`src/rtl/csel_adder.sv`:
```
module csel_adder #(
  parameter int WIDTH = 8,
  parameter int SPLIT = WIDTH / 2
) (
  input  logic [WIDTH-1:0] a,
  input  logic [WIDTH-1:0] b,
  input  logic             cin,
  output logic [WIDTH-1:0] sum,
  output logic             cout
);
  localparam int HW = WIDTH - SPLIT;

  logic [SPLIT:0]   lc;
  logic [SPLIT-1:0] lo_s;
  logic [HW:0]      z_c, o_c;
  logic [HW-1:0]    hi0, hi1;
  logic             c_mid, c_hi0, c_hi1;

  assign lc[0]  = cin;
  assign z_c[0] = 1'b0;
  assign o_c[0] = 1'b1;

  for (genvar i = 0; i < SPLIT; i++) begin : g_lo
    assign lo_s[i]  = a[i] ^ b[i] ^ lc[i];
    assign lc[i+1]  = (a[i] & b[i]) | (lc[i] & (a[i] ^ b[i]));
  end

  for (genvar j = 0; j < HW; j++) begin : g_hi
    logic p, g;
    assign p        = a[SPLIT+j] ^ b[SPLIT+j];
    assign g        = a[SPLIT+j] & b[SPLIT+j];
    assign hi0[j]   = p ^ z_c[j];
    assign z_c[j+1] = g | (p & z_c[j]);
    assign hi1[j]   = p ^ o_c[j];
    assign o_c[j+1] = g | (p & o_c[j]);
  end

  assign c_mid = lc[SPLIT];
  assign c_hi0 = z_c[HW];
  assign c_hi1 = o_c[HW];
  assign sum   = {(c_mid ? hi1 : hi0), lo_s};
  assign cout  = c_hi0 | (c_mid & c_hi1);
endmodule


```
`config.mk`:
```
export PLATFORM = sky130hd
export DESIGN_NAME = csel_adder
export DESIGN_NICKNAME = d
export VERILOG_FILES = /design/src/rtl/csel_adder.sv
export SDC_FILE = /design/constraint.sdc
export NUM_CORES = 1
export LEC_CHECK = 0
export BUFFER_PORTS_ARGS = -buffer_cell sky130_fd_sc_hd__buf_2
export CAP_MARGIN = 20
export CORE_AREA = 4 4 41 43
export DETAILED_ROUTE_END_ITERATION = 8
export DIE_AREA = 0 0 45 47
export GPL_ROUTABILITY_DRIVEN = 0
export GPL_TIMING_DRIVEN = 0
export PLACE_DENSITY = 0.57
export SYNTH_ARGS = -nofsm -noshare
export SYNTH_HDL_FRONTEND = slang
export SYNTH_SLANG_ARGS = --single-unit
```
`constraint.sdc`:
```
create_clock -name vclk -period 5.3
set_clock_uncertainty 0.2 [all_clocks]
set_input_delay 1.59 -clock vclk [all_inputs]
set_output_delay 1.59 -clock vclk [all_outputs]
set_load 0.03 [all_outputs]
```
==> impl_metrics.tcl <==
set metrics [dict create \
    status "finished with violations" \
    violations "setup timing" \
    drv_slew 0 \
    drc 0 \
    syn_nets 60 \
    power_density_mw_per_mm2 187 \
    diodes 0 \
    grt_pass1_vias 278 \
    critical_path.startpoint_type "input pin" \
    required_ns 3.51 \
    maxCapViolCount 0 \
    grt.total_usage 0.0609 \
    grt-ovfl-total 0 \
    synth_area_leaders "fa_1 (26%), ha_1 (21%), inv_1 (9.9%), xnor2_1 (8.7%), a31oi_4 (7.0%)" \
    flops_and_latches 0 \
    grt_max_degree 5 \
    drt_iter0_markers 2 \
    finalInstanceArea_um2 586 \
    synth_top_cell_by_area "fa_1" \
    synth.avg_cell_area_um2 8.91 \
    dieHeight_um 47 \
    fillers 140 \
    power.internal_mw 0.0502 \
    layout_commonest_cell "buf_2" \
    seq_area_um2 0 \
    fin_ws_ns -0.277 \
    rsz0062_at_grt "yes" \
    max_freq_ghz 0.179 \
    final_cell_mix "buf_2 (20), inv_1 (6), ha_1 (5), buf_6 (5), fa_2 (4)" \
    arrival_ns 3.79 \
    clock_power_share 0 \
    nClkBuffers 0 \
    hpwlAfterDp_um 660 \
    rows 13 \
    hold_viol 0 \
    vias 310 \
    crit_top_cell "fa_2" \
    wirelength_um 679 \
    swShare 0.542 \
    setup_violations 5 \
    critical_path.cell_chain "buf_6 -> fa_2 -> inv_2 -> fa_2 -> inv_2 -> fa_2 -> fa_2 -> or2_4 -> a31oi_4 -> xnor2_4 -> buf_6" \
    cts_hold_buffers 0 \
    via_per_inst 4.03 \
    dieArea_mm2 0.00212 \
    synth_cell_types 14 \
    grt_pass1_wl_um 1020 \
    portBuffers 26 \
    synth_top_area_frac 0.264 \
    yosys_warnings 0 \
    crit_fanout 4 \
    post_dp_cell_area_um2 532 \
    finalCritPeriodShare 1.05 \
    worstMarginPinSlew_ns 0.292 \
    critPathSlowestCell "fa_2" \
    io_pins 26 \
    drive_gt1_frac 0.726 \
    peakVddDrop_mv 0.102 \
    ant_nets 0 \
    routedWlPerCell_um 8.82 \
    start_util 0.233 \
    min_path_type "input pin to output port" \
    relSlewSlack 0.805 \
    antenna_found_initial 0 \
    holdWs_ns 3.41 \
    period_needed_ns 5.58 \
    seqPwrFrac 0 \
    path_class "input pin to output port" \
    die_w_um 45 \
    cpPeakStageDelay_ns 0.38 \
    final_nets 90 \
    synth_cells 34 \
    crit_path_end_kind "output port" \
    seq_area_frac_synth 0 \
    syn_area_um2 303 \
    dr.pass1.iters 2 \
    p_comb_frac 1.000 \
    p_sw_mw 0.0594 \
    cellLeakagePower_nw 0.301 \
    syn2layout_area_growth_pct 93.4 \
    core_area_mm2 0.00130 \
]
## cells in the mapped netlist
library cell and count:
a21oi_1 2, a31oi_4 1, o21ai_0 1, nand2_1 2, a21oi_2 2, xnor2_1 3
fa_1 4, nor2b_2 1, ha_1 5, inv_1 8, nand2b_1 2, or2_4 1
xor2_1 1, nor2_1 1
## cell type report
type	instances	area (µm²)	share of cell area
multi-input cells	26	358	0.611
repair buffers	28	179	0.306
inverters	8	30.0	0.0513
well taps	15	18.8	0.0321
## power by group through the flow
| stage | Clock [mW] | Sequential [mW] | Combinational [mW] |
|---|---|---|---|
| 2_1_floorplan | 0 | 0 | 0.0786 |
| 3_3_place_gp | 0 | 0 | 0.0975 |
| 3_5_place_dp | 0 | 0 | 0.0981 |
| 4_1_cts | 0 | 0 | 0.112 |
| 5_1_grt | 0 | 0 | 0.118 |
| 6_report | 0 | 0 | 0.110 |
## per-layer routing
metal | part of all wire | GRT usage
met1 | 0.37 | 0.0683
met2 | 0.53 | 0.127
met3 | 0.099 | 0.00766
met4 | 0 | 0
met5 | 0 | 0
## repair_timing
action / in CTS / in global routing
pin swaps: 4 / 0
setup buffers: 2 / 0
endpoints found under the setup margin: 4 / 5
endpoints found under the hold margin: 0 / 0
resized for setup: 12 / 0
## cells by family after synthesis
family / after synthesis / share of synthesized area
buffers and inverters: 8 / 0.0992
xor gates and xnor gates: 4 / 0.116
adders and majority gates: 9 / 0.471
AOI/OAI and AO/OA: 6 / 0.178
and+or+nand+nor: 7 / 0.136
## per-stage QoR
stage	setup slack [ns]	power (mW)	util	instances	setup TNS (ns)
floorplan	-0.0966	0.0786	-	34	-0.129
finish	-0.277	0.110	0.450	77	-0.864
detailed placement	-0.418	0.0981	0.409	75	-1.30
CTS	-0.299	0.112	0.450	77	-0.968
global route	-0.353	0.118	0.450	77	-1.23
global placement	-0.407	0.0975	0.409	75	-1.25
## final timing paths
| check | endpoint | cells after the start | from |
|---|---|---|---|
| setup / recovery | sum[6] | 11 | a[0] |
| hold / removal | cout | 4 | b[7] |
## worst max-delay path, delay by kind of cell
kind                       cells  cell delay, ns
buffers and inverters          4            0.32
xor gates and xnor gates       1            0.13
adders and majority gates      4            1.26
and+or+nand+nor                1            0.26
AOI/OAI and AO/OA              1            0.21
Power figures use the tool's default switching activity.
